### src/rtl/lsgen_pkg.sv
package lsgen_pkg;

  typedef enum logic [2:0] {
    ST_IDLE,
    ST_LEAD,
    ST_XFER,
    ST_TRAIL,
    ST_PIX,
    ST_HOLD,
    ST_GAP
  } lineState_e;

  // sequencer -> pixel path
  typedef struct packed {
    logic pixRun;     // pixel run phase active
    logic syncLevel;  // active line-frame level
  } lineStrobe_t;

  // pixel path -> sequencer
  typedef struct packed {
    logic groupEnd;   // last cycle of a 4-cycle strobe group
    logic pixDone;    // last cycle of the last pixel
  } pixStatus_t;

endpackage

### src/rtl/ccd_line_seq.sv
module ccd_line_seq
  import lsgen_pkg::*;
#(
  parameter int CntW      = 8,
  parameter int GapCycles = 8
) (
  input  logic            clk,
  input  logic            rstN,
  input  logic            modeSyncIn,
  input  logic            runStop,
  input  logic            syncIn,
  input  logic [CntW-1:0] cfgGuard,
  input  logic [CntW-1:0] cfgTrWidth,
  input  pixStatus_t      pixStat,
  output lineStrobe_t     strobe,
  output logic            syncOut,
  output logic            tr1
);

  localparam logic [CntW-1:0] CntOne  = CntW'(1);
  localparam logic [CntW-1:0] GapLast = CntW'(GapCycles - 1);
  localparam logic [CntW:0]   GapFull = (CntW+1)'(GapCycles);

  lineState_e      state, stateN;
  logic [CntW-1:0] cnt, cntN;
  logic            syncInQ;
  logic            startReq, syncDrop;
  logic [CntW-1:0] guardLast, trLast;

  assign guardLast = cfgGuard - CntOne;
  assign trLast    = cfgTrWidth - CntOne;
  assign startReq  = modeSyncIn ? (syncIn && !syncInQ) : runStop;
  assign syncDrop  = modeSyncIn && !syncIn;

  always_comb begin
    stateN = state;
    cntN   = cnt;
    case (state)
      ST_IDLE: begin
        if (startReq) begin
          stateN = ST_LEAD;
          cntN   = '0;
        end
      end
      ST_LEAD: begin
        if (syncDrop) stateN = ST_IDLE;
        else if (cnt == guardLast) begin
          stateN = ST_XFER;
          cntN   = '0;
        end else cntN = cnt + CntOne;
      end
      ST_XFER: begin
        if (syncDrop) stateN = ST_IDLE;
        else if (cnt == trLast) begin
          stateN = ST_TRAIL;
          cntN   = '0;
        end else cntN = cnt + CntOne;
      end
      ST_TRAIL: begin
        if (syncDrop) stateN = ST_IDLE;
        else if (cnt == guardLast) begin
          stateN = ST_PIX;
          cntN   = '0;
        end else cntN = cnt + CntOne;
      end
      ST_PIX: begin
        if (syncDrop && pixStat.groupEnd) stateN = ST_IDLE;
        else if (pixStat.pixDone) begin
          stateN = modeSyncIn ? ST_HOLD : ST_GAP;
          cntN   = '0;
        end
      end
      ST_HOLD: begin
        if (!syncIn) stateN = ST_IDLE;
      end
      ST_GAP: begin
        if (cnt == GapLast) begin
          cntN   = '0;
          stateN = (runStop && !modeSyncIn) ? ST_LEAD : ST_IDLE;
        end else cntN = cnt + CntOne;
      end
      default: stateN = ST_IDLE;
    endcase
  end

  always_ff @(posedge clk or negedge rstN) begin
    if (!rstN) begin
      state   <= ST_IDLE;
      cnt     <= '0;
      syncInQ <= 1'b0;
    end else begin
      state   <= stateN;
      cnt     <= cntN;
      syncInQ <= syncIn;
    end
  end

  assign syncOut = !modeSyncIn &&
                   (state == ST_LEAD || state == ST_XFER ||
                    state == ST_TRAIL || state == ST_PIX);
  assign tr1     = (state == ST_XFER);

  assign strobe.pixRun    = (state == ST_PIX);
  assign strobe.syncLevel = modeSyncIn ? syncIn : syncOut;

  // checker: length of the current low run of syncOut, saturating
  logic [CntW:0] lowRun;
  always_ff @(posedge clk or negedge rstN) begin
    if (!rstN) lowRun <= GapFull;
    else if (syncOut) lowRun <= '0;
    else if (lowRun < GapFull) lowRun <= lowRun + (CntW+1)'(1);
  end


  sync_gap_chk: assert property (@(posedge clk) disable iff (!rstN)
    $rose(syncOut) |-> (lowRun >= GapFull));


  run_start_chk: assert property (@(posedge clk) disable iff (!rstN)
    (!modeSyncIn && state == ST_IDLE && runStop) |=> syncOut);


  slave_quiet_chk: assert property (@(posedge clk) disable iff (!rstN)
    modeSyncIn |-> !syncOut);

endmodule

### src/rtl/ccd_pixel_path.sv
module ccd_pixel_path
  import lsgen_pkg::*;
#(
  parameter int CntW      = 8,
  parameter int DataW     = 10,
  parameter int StdPeriod = 12,
  parameter int EoPeriod  = 24,
  parameter int RsWidth   = 2
) (
  input  logic             clk,
  input  logic             rstN,
  input  lineStrobe_t      strobe,
  output pixStatus_t       pixStat,
  input  logic             cfgEvenOdd,
  input  logic [CntW-1:0]  cfgDummy,
  input  logic [CntW-1:0]  cfgBlack,
  input  logic [CntW-1:0]  cfgValid,
  input  logic [CntW-1:0]  cfgClampStart,
  input  logic [CntW-1:0]  cfgClampEnd,
  input  logic [DataW-1:0] pixData,
  input  logic             rdPixelN,
  output logic             phi1,
  output logic             phi2,
  output logic             rs,
  output logic             eoc,
  output logic             clamp,
  output logic [DataW-1:0] dataOut,
  output logic             dataOe
);

  localparam int PhW  = $clog2(EoPeriod);
  localparam int IdxW = CntW + 2;
  localparam logic [PhW-1:0]  PhOne  = PhW'(1);
  localparam logic [IdxW-1:0] IdxOne = IdxW'(1);

  logic [PhW-1:0]   phase, periodLast, halfPeriod;
  logic [IdxW-1:0]  pixIdx, pixTotal, clampLo, clampHiReq, blackEnd, clampHi;
  logic [DataW-1:0] pixLatch;
  logic             periodEnd;

  generate
    if (StdPeriod == EoPeriod) begin : g_fixedPeriod
      assign periodLast = PhW'(StdPeriod - 1);
      assign halfPeriod = PhW'(StdPeriod / 2);
    end else begin : g_selPeriod
      assign periodLast = cfgEvenOdd ? PhW'(EoPeriod - 1) : PhW'(StdPeriod - 1);
      assign halfPeriod = cfgEvenOdd ? PhW'(EoPeriod / 2) : PhW'(StdPeriod / 2);
    end
  endgenerate

  assign pixTotal   = IdxW'(cfgDummy) + IdxW'(cfgBlack) + IdxW'(cfgValid);
  assign clampLo    = IdxW'(cfgDummy) + IdxW'(cfgClampStart);
  assign clampHiReq = IdxW'(cfgDummy) + IdxW'(cfgClampEnd);
  assign blackEnd   = IdxW'(cfgDummy) + IdxW'(cfgBlack);
  assign clampHi    = (clampHiReq < blackEnd) ? clampHiReq : blackEnd;
  assign periodEnd  = (phase == periodLast);

  // phase and pixel index are held at zero outside the pixel run
  always_ff @(posedge clk or negedge rstN) begin
    if (!rstN) begin
      phase  <= '0;
      pixIdx <= '0;
    end else if (!strobe.pixRun) begin
      phase  <= '0;
      pixIdx <= '0;
    end else if (periodEnd) begin
      phase  <= '0;
      pixIdx <= pixIdx + IdxOne;
    end else begin
      phase  <= phase + PhOne;
    end
  end

  assign pixStat.groupEnd = strobe.pixRun && (phase[1:0] == 2'd3);
  assign pixStat.pixDone  = strobe.pixRun && periodEnd && (pixIdx == pixTotal - IdxOne);

  assign phi2  = strobe.pixRun && (phase >= halfPeriod);
  assign phi1  = !phi2;
  assign rs    = strobe.pixRun && (phase < PhW'(RsWidth));
  assign eoc   = !strobe.pixRun || phase[1];
  assign clamp = strobe.pixRun && (pixIdx >= clampLo) && (pixIdx < clampHi);

  // capture converted word in the cycle the strobe rises
  always_ff @(posedge clk or negedge rstN) begin
    if (!rstN) pixLatch <= '0;
    else if (strobe.pixRun && phase[1:0] == 2'd1) pixLatch <= pixData;
  end

  assign dataOe  = strobe.syncLevel && !rdPixelN;
  assign dataOut = dataOe ? pixLatch : '0;


  eoc_low_chk: assert property (@(posedge clk) disable iff (!rstN)
    $fell(eoc) |=> !eoc);


  eoc_high_chk: assert property (@(posedge clk) disable iff (!rstN)
    $rose(eoc) |=> eoc);


  latch_chk: assert property (@(posedge clk) disable iff (!rstN)
    $rose(eoc) |-> (pixLatch == $past(pixData)));

endmodule

### src/rtl/ccd_line_timer.sv
module ccd_line_timer
  import lsgen_pkg::*;
#(
  parameter int CntW      = 8,
  parameter int DataW     = 10,
  parameter int StdPeriod = 12,
  parameter int EoPeriod  = 24,
  parameter int RsWidth   = 2,
  parameter int GapCycles = 8
) (
  input  logic             clk,
  input  logic             rstN,
  input  logic             modeSyncIn,
  input  logic             runStop,
  input  logic             syncIn,
  input  logic             cfgEvenOdd,
  input  logic [CntW-1:0]  cfgGuard,
  input  logic [CntW-1:0]  cfgTrWidth,
  input  logic [CntW-1:0]  cfgDummy,
  input  logic [CntW-1:0]  cfgBlack,
  input  logic [CntW-1:0]  cfgValid,
  input  logic [CntW-1:0]  cfgClampStart,
  input  logic [CntW-1:0]  cfgClampEnd,
  input  logic [DataW-1:0] pixData,
  input  logic             rdPixelN,
  output logic             syncOut,
  output logic             tr1,
  output logic             phi1,
  output logic             phi2,
  output logic             rs,
  output logic             clamp,
  output logic             eoc,
  output logic [DataW-1:0] dataOut,
  output logic             dataOe
);

  lineStrobe_t strobe;
  pixStatus_t  pixStat;

  ccd_line_seq #(
    .CntW(CntW), .GapCycles(GapCycles)
  ) u_seq (
    .clk(clk), .rstN(rstN), .modeSyncIn(modeSyncIn), .runStop(runStop),
    .syncIn(syncIn), .cfgGuard(cfgGuard), .cfgTrWidth(cfgTrWidth),
    .pixStat(pixStat), .strobe(strobe), .syncOut(syncOut), .tr1(tr1)
  );

  ccd_pixel_path #(
    .CntW(CntW), .DataW(DataW), .StdPeriod(StdPeriod),
    .EoPeriod(EoPeriod), .RsWidth(RsWidth)
  ) u_pix (
    .clk(clk), .rstN(rstN), .strobe(strobe), .pixStat(pixStat),
    .cfgEvenOdd(cfgEvenOdd), .cfgDummy(cfgDummy), .cfgBlack(cfgBlack),
    .cfgValid(cfgValid), .cfgClampStart(cfgClampStart),
    .cfgClampEnd(cfgClampEnd), .pixData(pixData), .rdPixelN(rdPixelN),
    .phi1(phi1), .phi2(phi2), .rs(rs), .eoc(eoc), .clamp(clamp),
    .dataOut(dataOut), .dataOe(dataOe)
  );


  tr_park_chk: assert property (@(posedge clk) disable iff (!rstN)
    tr1 |-> (phi1 && !phi2 && eoc));


  frame_low_quiet_chk: assert property (@(posedge clk) disable iff (!rstN)
    (!modeSyncIn && !syncOut) |-> (eoc && !phi2 && !tr1));

endmodule

### config.mk
export PLATFORM = sky130hd
export DESIGN_NAME = ccd_line_timer
export DESIGN_NICKNAME = d
export VERILOG_FILES = /design/src/rtl/lsgen_pkg.sv /design/src/rtl/ccd_line_seq.sv /design/src/rtl/ccd_pixel_path.sv /design/src/rtl/ccd_line_timer.sv
export SDC_FILE = /design/constraint.sdc
export NUM_CORES = 1
export LEC_CHECK = 0
export CORE_MARGIN = 4
export CORE_UTILIZATION = 35
export CTS_CLUSTER_SIZE = 24
export DETAILED_ROUTE_END_ITERATION = 8
export REMOVE_ABC_BUFFERS = 1
export SYNTH_ARGS = -nofsm -noshare
export SYNTH_HDL_FRONTEND = slang
export SYNTH_HIERARCHICAL = 1
export SYNTH_SLANG_ARGS = --single-unit
### constraint.sdc
create_clock -name clk -period 16.1 [get_ports clk]
set_input_delay 2.415 -clock clk [delete_from_list [all_inputs] [get_ports clk]]
set_output_delay 2.415 -clock clk [all_outputs]
set_load 0.01 [all_outputs]
==> run summary <==
io pins -> 91
routed length per placed instance -> 15.8 um
Detailed Routing Iterations Pass 1 -> 5
post-synthesis register bit count -> 37
first-pass GRT wire length -> 22500 um
Hold Vio Cnt, Final -> 0
Final period util -> 63.4%
GP Congestion -> 0.904
Critical Path RT -> 13.69 ns
# diodes -> 0
Worst Setup SP -> cfgDummy[0]
CTS Buffer Depth -> 2
Hold Slack -> 0.493 ns
Slew @ Worst Pin -> 0.825 ns
most frequent cells in the layout -> clkdlybuf4s50_1 (89), ha_1 (69), inv_1 (46)
number of remaining DRC errors -> 0
I/O Buffers -> 90
Syn Inst Count -> 573
Final setup violation count -> 0
Layout area overhead -> 23.9%
kind of start point of the critical path -> primary input
row cnt -> 43
post-synth cell types -> 72
clock sink count -> 37
Slew Viols, Final -> 0
Setup Skew -> 0.00399 ns
largest net degree at the start of global routing -> 38
Die ar. -> 0.0162 mm^2
GR Util All Layers -> 16.6%
area of the multi-input gates -> 0.00379 mm^2
Syn. warnings -> 6
FILL cells -> 1338
Hold Buf Count CTS -> 0
Worst R2R Start -> u_seq/state[0]
critical path peak fanout -> 7
critical path class -> primary input to output port
clk_lat worst skew -> 0.27 ns
Post-synth top flop -> dfrtp_1
outcome -> finished, final reports clean
min-delay src -> u_pix/pixLatch[8]
vias per cell -> 5.38
post_cts resized -> 0
Initial Util -> 35.8%
Worst EP arrival -> 7.80 ns
post-synthesis sequential area ratio -> 18.6%
Die Ht -> 127 um
via count -> 4497
cts bufs inserted -> 5
GRT overflow -> 0
CP Cell Sequence -> clkdlybuf4s50_1 > ha_1 > fa_1 > a211oi_1 > nor2_1 > a21oi_1 > inv_1 > ha_1 > nand4_1 > o21bai_1 > a221oi_1 > maj3_1 > o21ai_2 > mux2i_1 > ha_1 > a21oi_1 > a21oi_1 > a211oi_1 > o211ai_1 > a41oi_1 > clkdlybuf4s50_1
RSZ-0062 raised after global routing -> false
initial antenna violation count -> 0
cell family with most CP delay -> compound AO/OA/AOI/OAI gates
setup TNS -> 0 ns
min setup slack post-route -> 5.89 ns
Peak supply drop -> 0.0575 mV
Chip Width -> 127 um
drt total wl -> 13200 um
Crit path buffers/inverters -> 3
fin nets -> 802
Reg area -> 926 um^2
DRT antenna net count -> 0
most common cell after layout, fill and taps aside -> clkdlybuf4s50_1
TritonCTS clock tree -> done
mapped cell area -> 0.00498 mm^2
share of cells above drive strength 1 -> 5.79%
Power Density -> 83.0 mW/mm^2
slowest cell on the critical path -> clkdlybuf4s50_1
async set or reset register ratio after synthesis -> 100%
Power Total -> 0.511 mW
P_leak -> 2.66 nW
1st-iter DRT viols -> 302
Post-CTS Setup Repair Bufs -> 0
syn_area_per_cell -> 8.68 um^2
number of global-route vias before repair -> 4552
Max Freq -> 0.0979 GHz
max_slew headroom -> 45.0%
Placeable Area -> 0.0139 mm^2
peak per-stage delay on the critical path -> 0.57 ns
CTS H-tree lvls -> 2
DP Worst Slack -> 5.91 ns
clk slew on worst S/H paths -> 0.05 ns
min cycle time layout -> 10.21 ns
Post-synth EDFFs -> 0
CP Capture Type -> output port
root buf cell -> clkbuf_16
post-DP HPWL -> 10900 um
Worst Hold Class -> flip-flop to flip-flop
Max-cap violations -> 0
per-stage QoR:
stage	util (%)	cell area, um^2	instances
floorplan	-	4890	558
global placement	43.4	6020	829
detailed placement	43.4	6020	829
CTS	44.4	6160	836
global route	44.4	6160	836
finish	44.4	6160	836
flip-flops by register name (all words and copies together) (netlist names):
name / flops
u_pix/pixLatch: 10
u_pix/phase: 5
u_seq/syncInQ: 1
u_pix/pixIdx: 10
u_seq/cnt: 8
u_seq/state: 3
synthesized netlist by cell type (all sizes together) (12+ instances only):
| master | n | share of area, % |
|---|---|---|
| a21o | 15 | 2.3 |
| a21oi | 38 | 4.0 |
| and2 | 22 | 2.8 |
| dfrtp | 37 | 19 |
| ha | 69 | 17 |
| inv | 46 | 3.5 |
| nand2 | 26 | 2.0 |
| nand3 | 14 | 1.5 |
| nor2 | 29 | 2.2 |
| nor2b | 12 | 1.5 |
| nor3 | 15 | 1.8 |
| o21ai | 24 | 2.6 |
| xnor2 | 44 | 7.7 |
| xor2 | 16 | 2.8 |
area by class of cell:
| class | instances | share of cell area, % |
|---|---|---|
| timing repair buffer | 91 | 14.7 |
| multi-input combinational | 475 | 61.6 |
| inverter | 46 | 2.80 |
| clock buffer | 7 | 2.31 |
| sequential | 37 | 15.0 |
| tap | 180 | 3.65 |
power by group:
group	internal, mW	switching [mW]
logic	0.142	0.150
clock network	0.0607	0.0337
registers	0.106	0.0186
final timing paths:
kind,endpoint,slack [ns],cells after the start
setup / recovery,clamp,5.89,21
hold / removal,u_pix/pixLatch[8],0.49,1
setup reg to reg,u_seq/cnt[1],12.24,11
hold reg to reg,u_pix/pixLatch[8],0.49,1
max in group asynchronous,u_pix/pixIdx[1],13.34,1
min in group asynchronous,u_pix/pixLatch[9],2.24,1
kinds of logic after synthesis:
logic type	count (synthesis)	synth area share, %
AOI/OAI and AO/OA	147	21.3
xor gates and xnor gates	61	11.0
adders and majority gates	75	19.4
buffers and inverters	61	5.15
DFF	37	18.6
muxes	22	4.78
and+or+nand+nor	170	19.8
metal layers:
metal  share of wire, %  track usage, %
met4               0.81            3.28
met1                 49            23.6
met5                  0               0
met2                 45            27.0
met3                5.3            2.17
No activity file was read; power rests on OpenSTA's default activity.
